$ cat src/rtl/uart_pkt_pkg.sv
package uart_pkt_pkg;
  localparam int PKT_BYTES  = 64;
  localparam int NUM_BANKS  = 2;
  localparam int NUM_RANGES = 4;
  localparam int TMO_W      = 11;
  localparam int BYTE_W     = 8;
  localparam int TMO_CAP_US = 1000;
  localparam int CHAR_BITS  = 18;
  localparam int IDX_W      = $clog2(PKT_BYTES);
  localparam int LEN_W      = $clog2(PKT_BYTES + 1);
  localparam int RNG_W      = $clog2(NUM_RANGES);
  localparam int BANK_W     = $clog2(NUM_BANKS);
  localparam int PEND_W     = $clog2(NUM_BANKS + 1);

  localparam int unsigned RANGE_BAUD [NUM_RANGES] = '{300, 9600, 57600, 921600};

  typedef logic [BYTE_W-1:0] byte_t;
  typedef logic [TMO_W-1:0]  tmo_t;
  typedef logic [LEN_W-1:0]  len_t;

  // shorter of the cap and CHAR_BITS bit times, rounded up to whole us
  function automatic tmo_t default_tmo(input int unsigned baud);
    int unsigned t;
    t = (CHAR_BITS * 1000000 + baud - 1) / baud;
    if (t > TMO_CAP_US) t = TMO_CAP_US;
    return tmo_t'(t);
  endfunction
endpackage

$ cat src/rtl/uart_pkt_tmo_table.sv
module uart_pkt_tmo_table
  import uart_pkt_pkg::*;
(
  input  logic             clk_i,
  input  logic             rst_ni,
  input  logic             we_i,
  input  logic [RNG_W-1:0] widx_i,
  input  tmo_t             wval_i,
  input  logic [RNG_W-1:0] sel_i,
  output tmo_t             tmo_o
);
  tmo_t tbl_q [NUM_RANGES];

  for (genvar g = 0; g < NUM_RANGES; g++) begin : g_entry
    always_ff @(posedge clk_i or negedge rst_ni) begin
      if (!rst_ni)                                tbl_q[g] <= default_tmo(RANGE_BAUD[g]);
      else if (we_i && widx_i == RNG_W'(g))       tbl_q[g] <= wval_i;
    end
  end

  assign tmo_o = tbl_q[sel_i];
endmodule

$ cat src/rtl/uart_pkt_idle_timer.sv
module uart_pkt_idle_timer
  import uart_pkt_pkg::*;
(
  input  logic clk_i,
  input  logic rst_ni,
  input  logic restart_i,
  input  logic run_i,
  input  logic tick_i,
  input  tmo_t limit_i,
  output logic expire_o
);
  tmo_t             cnt_q;
  tmo_t             lim_eff;
  logic [TMO_W:0]   cnt_inc;

  assign lim_eff  = (limit_i == '0) ? tmo_t'(1) : limit_i;
  assign cnt_inc  = {1'b0, cnt_q} + 1'b1;
  assign expire_o = run_i && tick_i && (cnt_inc >= {1'b0, lim_eff});

  always_ff @(posedge clk_i or negedge rst_ni) begin
    if (!rst_ni)                           cnt_q <= '0;
    else if (restart_i || !run_i || expire_o) cnt_q <= '0;
    else if (tick_i)                       cnt_q <= cnt_inc[TMO_W-1:0];
  end
endmodule

$ cat src/rtl/uart_pkt_bank_store.sv
module uart_pkt_bank_store
  import uart_pkt_pkg::*;
(
  input  logic              clk_i,
  input  logic              we_i,
  input  logic [BANK_W-1:0] wbank_i,
  input  logic [IDX_W-1:0]  waddr_i,
  input  byte_t             wdata_i,
  input  logic [BANK_W-1:0] rbank_i,
  input  logic [IDX_W-1:0]  raddr_i,
  output byte_t             rdata_o
);
  byte_t mem_q [NUM_BANKS][PKT_BYTES];

  always_ff @(posedge clk_i) begin
    if (we_i) mem_q[wbank_i][waddr_i] <= wdata_i;
  end

  assign rdata_o = mem_q[rbank_i][raddr_i];
endmodule

$ cat src/rtl/uart_pkt_flush.sv
module uart_pkt_flush
  import uart_pkt_pkg::*;
(
  input  logic                     clk_i,
  input  logic                     rst_ni,
  input  logic                     rx_valid_i,
  input  logic [7:0]               rx_data_i,
  input  logic                     us_tick_i,
  input  logic [RNG_W-1:0]         rng_sel_i,
  input  logic                     cfg_we_i,
  input  logic [RNG_W-1:0]         cfg_idx_i,
  input  logic [TMO_W-1:0]         cfg_tmo_i,
  output logic                     pkt_valid_o,
  output logic [LEN_W-1:0]         pkt_len_o,
  input  logic                     pkt_ack_i,
  input  logic [IDX_W-1:0]         rd_idx_i,
  output logic [7:0]               pkt_data_o,
  output logic                     buf_full_o,
  output logic                     overrun_o
);
  logic [BANK_W-1:0] wr_bank_q, rd_bank_q;
  len_t              wr_cnt_q;
  logic [PEND_W-1:0] pend_q;
  len_t              len_q [NUM_BANKS];
  logic              ovr_q;

  logic has_room, accept, fill_last, tmo_close, close_pkt, pop;
  len_t close_len;
  tmo_t cur_tmo;

  assign has_room  = pend_q != PEND_W'(NUM_BANKS);
  assign accept    = rx_valid_i && has_room;
  assign fill_last = accept && (wr_cnt_q == len_t'(PKT_BYTES - 1));
  assign close_pkt = fill_last || tmo_close;
  assign close_len = fill_last ? len_t'(PKT_BYTES) : wr_cnt_q;
  assign pop       = pkt_ack_i && (pend_q != '0);

  uart_pkt_tmo_table u_table (
    .clk_i  (clk_i),
    .rst_ni (rst_ni),
    .we_i   (cfg_we_i),
    .widx_i (cfg_idx_i),
    .wval_i (cfg_tmo_i),
    .sel_i  (rng_sel_i),
    .tmo_o  (cur_tmo)
  );

  uart_pkt_idle_timer u_timer (
    .clk_i     (clk_i),
    .rst_ni    (rst_ni),
    .restart_i (accept),
    .run_i     ((wr_cnt_q != '0) && !accept),
    .tick_i    (us_tick_i),
    .limit_i   (cur_tmo),
    .expire_o  (tmo_close)
  );

  uart_pkt_bank_store u_store (
    .clk_i   (clk_i),
    .we_i    (accept),
    .wbank_i (wr_bank_q),
    .waddr_i (wr_cnt_q[IDX_W-1:0]),
    .wdata_i (rx_data_i),
    .rbank_i (rd_bank_q),
    .raddr_i (rd_idx_i),
    .rdata_o (pkt_data_o)
  );

  always_ff @(posedge clk_i or negedge rst_ni) begin
    if (!rst_ni) begin
      wr_bank_q <= '0;
      rd_bank_q <= '0;
      wr_cnt_q  <= '0;
      pend_q    <= '0;
      ovr_q     <= 1'b0;
    end else begin
      ovr_q <= rx_valid_i && !has_room;
      if (close_pkt) begin
        wr_bank_q <= wr_bank_q + 1'b1;
        wr_cnt_q  <= '0;
      end else if (accept) begin
        wr_cnt_q  <= wr_cnt_q + 1'b1;
      end
      if (pop) rd_bank_q <= rd_bank_q + 1'b1;
      pend_q <= pend_q + PEND_W'(close_pkt) - PEND_W'(pop);
    end
  end

  for (genvar b = 0; b < NUM_BANKS; b++) begin : g_len
    always_ff @(posedge clk_i or negedge rst_ni) begin
      if (!rst_ni)                                      len_q[b] <= '0;
      else if (close_pkt && wr_bank_q == BANK_W'(b))    len_q[b] <= close_len;
    end
  end

  assign pkt_valid_o = pend_q != '0;
  assign pkt_len_o   = len_q[rd_bank_q];
  assign buf_full_o  = !has_room;
  assign overrun_o   = ovr_q;
endmodule

$ cat config.mk
export PLATFORM = sky130hd
export DESIGN_NAME = uart_pkt_flush
export DESIGN_NICKNAME = d
export VERILOG_FILES = /design/src/rtl/uart_pkt_pkg.sv /design/src/rtl/uart_pkt_tmo_table.sv /design/src/rtl/uart_pkt_idle_timer.sv /design/src/rtl/uart_pkt_bank_store.sv /design/src/rtl/uart_pkt_flush.sv
export SDC_FILE = /design/constraint.sdc
export NUM_CORES = 1
export LEC_CHECK = 0
export ABC_AREA = 1
export BUFFER_PORTS_ARGS = -buffer_cell sky130_fd_sc_hd__buf_2
export CAP_MARGIN = 0
export CORE_ASPECT_RATIO = 1.75
export CORE_MARGIN = 3
export CORE_UTILIZATION = 45
export CTS_BUF_LIST = sky130_fd_sc_hd__clkbuf_16
export CTS_CLUSTER_SIZE = 25
export DETAILED_ROUTE_END_ITERATION = 12
export RECOVER_POWER = 25
export SLEW_MARGIN = 15
export SYNTH_ARGS = -nofsm -noshare
export SYNTH_HDL_FRONTEND = slang
export SYNTH_SLANG_ARGS = --single-unit
$ cat constraint.sdc
create_clock -name clk_i -period 3.8 [get_ports clk_i]
set_input_delay 0.38 -clock clk_i [delete_from_list [all_inputs] [get_ports clk_i]]
set_output_delay 0.38 -clock clk_i [all_outputs]
set_load 0.02 [all_outputs]
; After elaboration in Yosys (flattened, before gate mapping)
; Memory sizes are Yosys's and may differ from the RTL's.
; Index checks and enable logic that the tools add are counted.
[totals]
register_bits = 81
ram_bits = 1024
in_bits = 35
output_inout_bits = 18
elab_cells = 80
mem_count = 1
[op_classes]
n_addsub = 6
magnitude_cmp = 6
eq_ne = 5
n_mux = 19
n_bitwise = 5
reduce_logical = 26
[memory_table]
columns = memory, words, word_bits, rd, rd_ports_with_merged_regs, write_ports, line
row1 = u_store.mem_q, 2, 512, 1, 0, 1, uart_pkt_bank_store.sv:13  ; byte_t mem_q [NUM_BANKS][PKT_BYTES];
[op_table]
columns = cell, n
row1 = two-way mux 512 bit, 1
row2 = two-way mux 11 bit, 5
row3 = binary-select mux 8 bit (select 6 bit), 1
row4 = demux 8 bit (select 6 bit), 1
row5 = two-way mux 7 bit, 6
row6 = two-way mux 8 bit, 3
row7 = binary-select mux 11 bit (select 2 bit), 1
row8 = ">= comparator 7 bit, second input constant", 2
row9 = logical AND 1 bit, 14
row10 = NOT 6 -> 7 bit, 2
row11 = "adder 11 x 1 -> 12 bit, second input constant", 1
row12 = >= comparator 12 x 11 -> 1 bit, 1
row13 = zero test 11 bit, 1
row14 = "adder 7 x 1 -> 7 bit, second input constant", 1
row15 = "equality test 7 x 6 -> 1 bit, second input constant", 1
row16 = "less-than comparator 7 x 1 -> 1 bit, second input constant", 1
row17 = nonzero test 7 bit, 1
row18 = nonzero test 2 bit, 3
row19 = "equality test 2 bit, second input constant", 2
row20 = ">= comparator 3 bit, second input constant", 1
row21 = zero test 1 bit, 3
row22 = logical OR 1 bit, 3
row23 = NOT 2 -> 3 bit, 1
row24 = "adder 1 bit, second input constant", 2
row25 = other kinds (9), 9

; Logic depth before layout (Yosys ltp)
; Gate-level depths: netlist (run 1).
[depth]
ltp_word = 11
depth_mapped = 27
depth_no_buf = 25

; Hierarchy
; A second synthesis (run 1) with hierarchy kept.
[hier_totals]
cells_unflattened = 4260
hier_area_um2 = 47050.1
[by_module_without_submodules]
columns = module, instances, cells_each, area_each_um2, seq_area_each_um2
row1 = uart_pkt_bank_store, 1, 3606, 42225.5, 30749.5
row2 = uart_pkt_tmo_table, 1, 326, 2332.2, 1124.8
row3 = uart_pkt_flush, 1, 176, 1418.9, 650.6
row4 = uart_pkt_idle_timer, 1, 152, 1073.5, 275.3

; Worst setup path before layout (run 1)
; No wires, ideal clock.
[synth_path]
path_type = input to register
startpoint = input rng_sel_i[0]
endpoint = register pend_q[1]
setup_ns = 0.123
arrival_time_ns = 2.857
t_required_ns = 3.677
slack_ns = 0.821
path_stages = 27
path_buffers = 2
cell_sequence = inv_1 -> clkbuf_1 -> nor2_1 -> o22a_1 -> nand2_1 -> inv_1 -> nand4_1 -> o21ai_0 -> ha_1 -> inv_1 -> nand2_1 -> nand2_1 -> nand2_1 -> nand2_1 -> nand2_1 -> nand2_1 -> nand2_1 -> nand2_4 -> nand2_2 -> nand2_4 -> nand2_4 -> buf_6 -> inv_4 -> ha_1 -> inv_1 -> ha_1 -> xnor2_1
[synth_via]
elab_chain_len = 11
[synth_rtl]
columns = item, line
row1 = from (decl), uart_pkt_flush.sv:9  ; input logic [RNG_W-1:0] rng_sel_i,
row2 = NOT 2 -> 3 bit (not written as such) *, uart_pkt_tmo_table.sv:21  ; assign tmo_o = tbl_q[sel_i];
row3 = binary-select mux 11 bit (select 2 bit) *, uart_pkt_tmo_table.sv:21
row4 = two-way mux 11 bit (not written as such) * (2 in a row), uart_pkt_tmo_table.sv:21
row5 = zero test 11 bit, uart_pkt_idle_timer.sv:16  ; assign lim_eff = (limit_i == '0) ? tmo_t'(1) : limit_i;
row6 = two-way mux 11 bit *, uart_pkt_idle_timer.sv:16
row7 = >= comparator 12 x 11 -> 1 bit *, uart_pkt_idle_timer.sv:18  ; assign expire_o = run_i && tick_i && (cnt_inc >= {1'b0, lim_eff});
row8 = logical AND 1 bit *, uart_pkt_idle_timer.sv:18
row9 = logical OR 1 bit *, uart_pkt_flush.sv:34  ; assign close_pkt = fill_last || tmo_close;
row10 = adder 2 x 1 -> 2 bit *, uart_pkt_flush.sv:85  ; pend_q <= pend_q + PEND_W'(close_pkt) - PEND_W'(pop);
row11 = subtractor 2 x 1 -> 2 bit *, uart_pkt_flush.sv:85
row12 = to (signal assigned), uart_pkt_flush.sv:85
row13 = to (decl), uart_pkt_flush.sv:23  ; logic [PEND_W-1:0] pend_q;
; Mark *: on every way between the ends. The rest lies on a longest branch, timed or not. The select of a mux whose other input is x is not followed.
; A chain may end at the register's enable or synchronous reset.

; Worst setup path in the final report (run 1)
[layout_path]
startpoint = register rd_bank_q
endpoint = output pkt_data_o[1]
[layout_via]
elab_chain_len = 4
[layout_rtl]
columns = item, line
row1 = from (decl), uart_pkt_flush.sv:21  ; logic [BANK_W-1:0] wr_bank_q, rd_bank_q;
row2 = from (signal assigned), uart_pkt_flush.sv:84  ; if (pop) rd_bank_q <= rd_bank_q + 1'b1;
row3 = memory read (2 x 512 bit), n/a
row4 = binary-select mux 8 bit (select 6 bit), uart_pkt_bank_store.sv:19  ; assign rdata_o = mem_q[rbank_i][raddr_i];
row5 = two-way mux 8 bit (not written as such) (2 in a row), uart_pkt_bank_store.sv:19
row6 = to (decl), uart_pkt_flush.sv:17  ; output logic [7:0] pkt_data_o,
; Every way passes these cells. The select of a mux whose other input is x is not followed.

==> flow_metrics.env, run 1 <==
export IMPL_failed_checks="capacitance limit, slew limit"
export IMPL_fin_util_pct=50.9
export IMPL_crit_top_cell="nand2_1"
export IMPL_synth_edf_count=1024
export IMPL_io_pins=53
export IMPL_num_vias=31247
export IMPL_hold_end="u_timer.cnt_q[5]$_DFFE_PN0P_"
export IMPL_drc=0
export IMPL_slew_violations=421
export IMPL_ys_seq_elements=1105
export IMPL_dp_slack_ns=0.471
export IMPL_worstSetupStartpointType="flip-flop"
export IMPL_synth_nets=4152
export IMPL_synth_top_cell_area_share_pct=66.2
export IMPL_worstPathCellList="clkbuf_8, clkinv_16, buf_16, nand2_1, nand3_1, nand3_1, nand3_1, nand2_1, nand2_1, nand3_1, nand2_1, nand2_1, nand2_2, buf_2"
export IMPL_worstHoldPathCells=4
export IMPL_vdd_ir_drop_max_mv=0.464
export IMPL_fin_tns_setup_ns=0
export IMPL_r2r_setup_slack_ns=0.65
export IMPL_via_per_inst=5.59
export IMPL_status="complete, but fails checks"
export IMPL_regToRegStartpoint="u_timer.cnt_q[2]$_DFFE_PN0P_"
export IMPL_cpPeakStageDelay_ns=0.49
export IMPL_setup_viol=0
export IMPL_clk_latency_ns=0.69
export IMPL_grt_pass1_wl_um=192000
export IMPL_gr_total_overflow=0
export IMPL_grt_max_degree=102
export IMPL_cp_max_fo=43
export IMPL_synthArstFlopShare_pct=7.33
export IMPL_clk_pin_slew_worst_paths_ns=0.06
export IMPL_start_util_pct=45.5
export IMPL_dieArea_sq_um=107000
export IMPL_ys_types=37
export IMPL_required_ns=3.42
export IMPL_ys_seq_area_share_pct=70.6
export IMPL_clk_path_buf_depth=3
export IMPL_drv_cap=9
export IMPL_row_count=155
export IMPL_htree_levels=3
export IMPL_r2r_end="pend_q[0]$_DFF_PN0_"
export IMPL_ys_top_cells_by_area="edfxtp_1 66%, nand2_1 11%, nand3_1 10%, dfrtp_1 3.3%, buf_2 1.3%"
export IMPL_areaGrowthSynthToFinish_pct=11.9
export IMPL_cts_tree="done"
export IMPL_drive_gt1_share_pct=9.94
export IMPL_final_antenna_net_count=0
export IMPL_numCtsBuffers=96
export IMPL_slowest_stage="dfrtp_4"
export IMPL_total_leakage_power_nw=19.2
export IMPL_coreArea_sq_um=102000
export IMPL_syn_cell_area_sq_um=46500
export IMPL_drt_first_pass_iters=5
export IMPL_fin_crit_sh_pct=95.2
export IMPL_fin_nets=4228
export IMPL_routed_wl_um=129000
export IMPL_crit_arrival_ns=3.24
export IMPL_max_slew_margin_rel_pct=-161
export IMPL_synthCells=4101
export IMPL_drtIter0Drc=2872
export IMPL_hold_class="in -> reg"
export IMPL_clockRootBuffer="clkbuf_16"
export IMPL_rr_worst_depth=17
export IMPL_die_w_um=249
export IMPL_avgSynthCellArea_sq_um=11.3
export IMPL_antenna_found_initial=3
export IMPL_synth_top_cell_by_area="edfxtp_1"
export IMPL_dp_hpwl_um=78100
export IMPL_critPathKind="reg -> out"
export IMPL_worst_slack_ns=0.181
export IMPL_path_buf_inv=4
export IMPL_grt_pass1_vias=31173
export IMPL_cts_sinks=1105
export IMPL_route_detailed_wl_per_inst_um=23.0
export IMPL_crit_path_end_kind="primary output"
export IMPL_synthFlopType="edfxtp_1"
export IMPL_hold_violations=0
export IMPL_die_y_um=431
export IMPL_power_density_nw_per_um2=610
export IMPL_place_gp_congestion=0.834
export IMPL_clock_fmax_mhz=276
export IMPL_hold_ws_ns=0.208
export IMPL_crit_family="simple AND/OR/NAND/NOR gates"
export IMPL_track_usage_pct=23.6
export IMPL_finClkSkew_ns=0.0229
export IMPL_rsz0062_at_grt="no"
export IMPL_yosysWarnings=0
export IMPL_worstMarginPinSlew_ns=3.92
export IMPL_fin_crit_ns=3.62
export IMPL_port_buffers=52
export IMPL_hp_start="us_tick_i"
-- report_power, final --
| group | switching [mW] | total [mW] | internal, mW |
|---|---|---|---|
| Combinational | 5.73 | 8.01 | 2.28 |
| Clock | 4.36 | 9.82 | 5.46 |
| Sequential | 0.203 | 13.9 | 13.7 |
-- routing by layer --
metal	vias to the layer above	part of all wire [%]	track usage, %
li1	14497	-	-
met1	15353	36	26.6
met2	1089	53	43.7
met3	308	5.0	2.82
met4	0	5.2	12.4
met5	-	0	0
-- registers in the layout, indices dropped and copies added (netlist names) --
register and cells:
u_store.mem_q 1024, u_table.tbl_q 44, len_q 14, u_timer.cnt_q 11, wr_cnt_q 7, pend_q 2
overrun_o 1, rd_bank_q 1, wr_bank_q 1
-- worst min-delay path: stages --
cell     delay [ns]
buf_2          0.08
inv_1          0.20
nand3_1        0.16
nand2_1        0.05
-- worst max path at each step --
| stage | start | end | slack, ns | cells after the start |
|---|---|---|---|---|
| after floorplan | rng_sel_i[0] | pend_q[1]$_DFF_PN0_ | 0.82 | 27 |
| final | rd_bank_q$_DFFE_PN0P_ | pkt_data_o[1] | 0.18 | 14 |
| after CTS | rd_bank_q$_DFFE_PN0P_ | pkt_data_o[4] | 0.03 | 13 |
| after detailed placement | rd_idx_i[0] | pkt_data_o[5] | 0.47 | 13 |
| after global placement | rd_idx_i[0] | pkt_data_o[5] | 0.50 | 13 |
| after global routing | rd_bank_q$_DFFE_PN0P_ | pkt_data_o[4] | 0.04 | 14 |
-- per-stage QoR --
step | power [mW] | cell area, sq um | std cells
after floorplan | 19.3 | 46500 | 4101
after global placement | 21.6 | 48500 | 5385
after detailed placement | 21.6 | 48500 | 5386
after CTS | 31.6 | 51900 | 5582
after global routing | 33.1 | 52000 | 5590
final | 31.7 | 52000 | 5590
-- cells by family (layout without fill, tap and decap cells) --
family	after synthesis	after routing	synth area share, %
other cells	0	1	0
xor+xnor	12	12	0.226
buf+inv	335	489	3.99
flops	1105	1105	70.6
fa+ha+maj	16	16	0.431
simple gates	2547	2547	23.7
compound gates	86	86	1.04
-- area by class of cell --
class	count	area (sq um)
flip-flops and latches	1105	32800
inverters	72	312
repair inverters	2	17.5
well taps	1334	1670
clock buffers	99	2480
repair buffers	239	2200
multi-input cells	2661	11800
diodes	1	2.50
clock inverters	77	646
fillers	8837	50200
-- Yosys cell counts, types with 6 or more instances --
| master | instances |
|---|---|
| dfrtp_1 | 62 |
| o21ai_0 | 62 |
| nor2_1 | 100 |
| a32o_1 | 6 |
| buf_4 | 33 |
| ha_1 | 16 |
| inv_2 | 9 |
| edfxtp_1 | 1024 |
| nand3_1 | 964 |
| buf_6 | 42 |
| clkbuf_1 | 48 |
| nand2_2 | 7 |
| nand4_1 | 9 |
| nor3_1 | 72 |
| a21oi_1 | 12 |
| buf_2 | 119 |
| nand2_1 | 1375 |
| inv_1 | 58 |
| xnor2_1 | 7 |
| buf_1 | 21 |
| dfstp_2 | 19 |
-- what timing repair did --
item,4_1_cts,5_1_grt
hold buffers,14,0
buffers inserted,3,4
pin swaps,0,0
endpoints found under the setup margin,8,7
hold endpoints to repair,100,0
cloned,3,3
resized for setup,3,12
-- cells in the final DEF (no fill, tap or decap), drive strengths merged, types with 4 or more instances in the layout --
| cell | instances |
|---|---|
| nand2 | 1386 |
| edfxtp | 1024 |
| nand3 | 967 |
| buf | 206 |
| clkbuf | 117 |
| nor2 | 109 |
| inv | 93 |
| nor3 | 74 |
| o21ai | 62 |
| dfrtp | 62 |
| clkinv | 40 |
| dfstp | 19 |
| ha | 16 |
| dlygate4sd3 | 14 |
| a21oi | 12 |
| bufinv | 11 |
| nand4 | 9 |
| xnor2 | 7 |
| clkinvlp | 7 |
| a32o | 6 |
| xor2 | 5 |
| o22a | 4 |
No activity file was read; power rests on OpenSTA's default activity.
==> run 2, diff against run 1 <==
--- a/config.mk
+++ b/config.mk
@@ -6,7 +6,7 @@
 export NUM_CORES = 1
 export LEC_CHECK = 0
 export ABC_AREA = 1
-export BUFFER_PORTS_ARGS = -buffer_cell sky130_fd_sc_hd__buf_2
+export BUFFER_PORTS_ARGS = -buffer_cell sky130_fd_sc_hd__buf_4
 export CAP_MARGIN = 0
 export CORE_ASPECT_RATIO = 1.75
 export CORE_MARGIN = 3
==> run 2 against run 1 <==
  * The flow still finishes with violations (capacitance limit, slew limit)
  * Clock skew is 0.0086 ns higher
  * Final area barely moved
  * Worst hold slack got worse by 0.13 ns
  * Maximum frequency decreased by 1.9%
  * Cell count is essentially flat
  * Global-route usage decreased by 0.17 points
  * Sequential cell count is the same
  * Wire length down 1.1%
  * Clock power rose by 0.4%
  * Sequential share of layout area about the same
  * Non-clock buffer count down 6
  * Total power decreased by 0.51%
  * Critical path type unchanged
  * Largest power group unchanged
==> flow_metrics.env, run 2 (synthesis gave the netlist of run 1 again) <==
export IMPL_fillers=8898
export IMPL_clk_pin_slew_worst_paths_ns=0.06
export IMPL_clk_latency_ns=0.70
export IMPL_antenna_found_initial=0
export IMPL_layout_commonest_cell="nand2_1"
export IMPL_cts_tree="done"
export IMPL_fin_crit_sh_pct=97.1
export IMPL_hold_class="in -> reg"
export IMPL_total_leakage_power_nw=19.2
export IMPL_hp_start="cfg_tmo_i[0]"
export IMPL_port_buffers=52
export IMPL_clk_path_buf_depth=3
export IMPL_hold_end="u_table.tbl_q[0]$_DFFE_PN0P_"
export IMPL_rsz0062_at_grt="no"
export IMPL_coreArea_sq_um=102000
export IMPL_drtIter0Drc=2621
export IMPL_r2r_setup_slack_ns=0.75
export IMPL_route_detailed_wl_per_inst_um=22.8
export IMPL_place_gp_congestion=0.847
export IMPL_top_register="u_store.mem_q"
export IMPL_drive_gt1_share_pct=9.83
export IMPL_grt_pass1_vias=30446
export IMPL_worst_slack_ns=0.112
export IMPL_start_util_pct=45.5
export IMPL_dieArea_sq_um=107000
export IMPL_diodes=0
export IMPL_htree_levels=3
export IMPL_rr_worst_depth=7
export IMPL_crit_top_cell="nand2_1"
export IMPL_regToRegStartpoint="pend_q[1]$_DFF_PN0_"
export IMPL_required_ns=3.42
export IMPL_finClkSkew_ns=0.0316
export IMPL_drt_first_pass_iters=6
export IMPL_layout_common_cells="1,372 x nand2_1, 1,024 x edfxtp_1, 964 x nand3_1"
export IMPL_reg_largest_list="u_store.mem_q: 1024 flops, u_table.tbl_q: 44 flops, len_q: 14 flops"
export IMPL_cp_max_fo=52
export IMPL_max_slew_margin_rel_pct=-158
export IMPL_die_y_um=431
export IMPL_crit_path_end_kind="primary output"
export IMPL_drv_cap=8
export IMPL_fin_nets=4222
export IMPL_failed_checks="capacitance limit, slew limit"
export IMPL_routed_wl_um=127000
export IMPL_clock_fmax_mhz=271
export IMPL_die_w_um=249
export IMPL_slowest_stage="dfrtp_4"
export IMPL_power_density_nw_per_um2=608
export IMPL_worstHoldPathCells=3
export IMPL_path_buf_inv=3
export IMPL_hold_violations=0
export IMPL_via_per_inst=5.54
export IMPL_slew_violations=506
export IMPL_worstPathCellList="clkinv_16, buf_12, nand2_1, nand3_1, nand3_1, nand3_1, nand2_1, nand2_1, nand3_1, nand2_1, nand2_1, nand2_1, buf_4"
export IMPL_fin_util_pct=50.8
export IMPL_vdd_ir_drop_max_mv=0.439
export IMPL_dp_slack_ns=0.440
export IMPL_areaGrowthSynthToFinish_pct=11.8
export IMPL_crit_arrival_ns=3.31
export IMPL_largest_register_ff_count=1024
export IMPL_num_vias=30920
export IMPL_numCtsBuffers=98
export IMPL_dp_hpwl_um=78700
export IMPL_track_usage_pct=23.5
export IMPL_worstMarginPinSlew_ns=3.88
export IMPL_row_count=155
export IMPL_clockRootBuffer="clkbuf_16"
export IMPL_fin_crit_ns=3.69
export IMPL_final_antenna_net_count=0
export IMPL_drc=0
export IMPL_io_pins=53
export IMPL_worstSetupStartpointType="flip-flop"
export IMPL_setup_viol=0
export IMPL_fin_tns_setup_ns=0
export IMPL_gr_total_overflow=0
export IMPL_status="complete, but fails checks"
export IMPL_grt_max_degree=129
export IMPL_critPathKind="reg -> out"
export IMPL_r2r_end="u_store.mem_q[0][19]$_DFFE_PP_"
export IMPL_cpPeakStageDelay_ns=0.58
export IMPL_grt_pass1_wl_um=190000
export IMPL_cts_sinks=1105
export IMPL_crit_family="simple AND/OR/NAND/NOR gates"
## run 2: cell count changes in the layout (fill, tap and decap cells not counted), moves of 3 or more
cell,delta
buf_4,+42
buf_2,-41
inv_1,+5
clkinv_2,+4
inv_6,-4
clkinv_1,-3
clkinv_4,+3
clkinvlp_4,-3
## run 2: worst max-delay path by stage
stage                          end  cells past startpoint  slack (ns)                  start
2_1_floorplan  pend_q[1]$_DFF_PN0_                     27        0.82           rng_sel_i[0]
3_3_place_gp   pend_q[1]$_DFF_PN0_                     26        0.41           rng_sel_i[0]
3_5_place_dp   pend_q[1]$_DFF_PN0_                     26        0.44           rng_sel_i[0]
4_1_cts              pkt_data_o[6]                     13        0.01  rd_bank_q$_DFFE_PN0P_
5_1_grt              pkt_data_o[3]                     13       0.002  rd_bank_q$_DFFE_PN0P_
6_report             pkt_data_o[1]                     13        0.11  rd_bank_q$_DFFE_PN0P_
## run 2: final cells by class
class | instances | area [sq um] | share of cell area (%)
clock buffers | 102 | 2550 | 4.91
multi-input cells | 2661 | 11800 | 22.8
flip-flops and latches | 1105 | 32800 | 63.2
clock inverters | 79 | 602 | 1.16
well taps | 1334 | 1670 | 3.21
repair buffers | 233 | 2170 | 4.18
inverters | 72 | 312 | 0.600
## run 2: per-stage QoR
stage	area, sq um	total power, mW	hold slack [ns]	instances
5_1_grt	51900	33.0	0.0613	5586
2_1_floorplan	46500	19.3	0.0844	4101
3_5_place_dp	48600	21.8	0.468	5389
6_report	51900	31.6	0.0797	5586
3_3_place_gp	48600	21.7	0.470	5388
4_1_cts	51900	31.6	0.0410	5583
## run 2: timing repair
| item | 4_1_cts | 5_1_grt |
|---|---|---|
| endpoints found under the hold margin | 105 | 0 |
| setup endpoints to repair | 0 | 8 |
| setup buffers | 0 | 1 |
| gates resized for setup | 0 | 13 |
| hold buffers | 13 | 0 |
## run 2: worst reg2reg max path: stages, from the launching register on
cell	delay [ns]
dfrtp_1	0.45
inv_2	0.10
nor2_4	0.04
clkinv_2	0.06
nand2_4	0.09
clkinv_1	0.17
nand2_1	0.60
nor3_1	1.15
## run 2: where the power goes
| group | switching (mW) | internal, mW |
|---|---|---|
| Clock | 4.40 | 5.46 |
| Sequential | 0.311 | 13.7 |
| Combinational | 5.51 | 2.19 |
## run 2: metal layers
layer  up-vias  GRT usage [%]  share of wire (%)
met3       256           2.97                4.7
met5         -              0                  0
met4         0           10.8                4.7
met2       943           42.9                 53
li1      14457              -                  -
met1     15264           27.4                 37
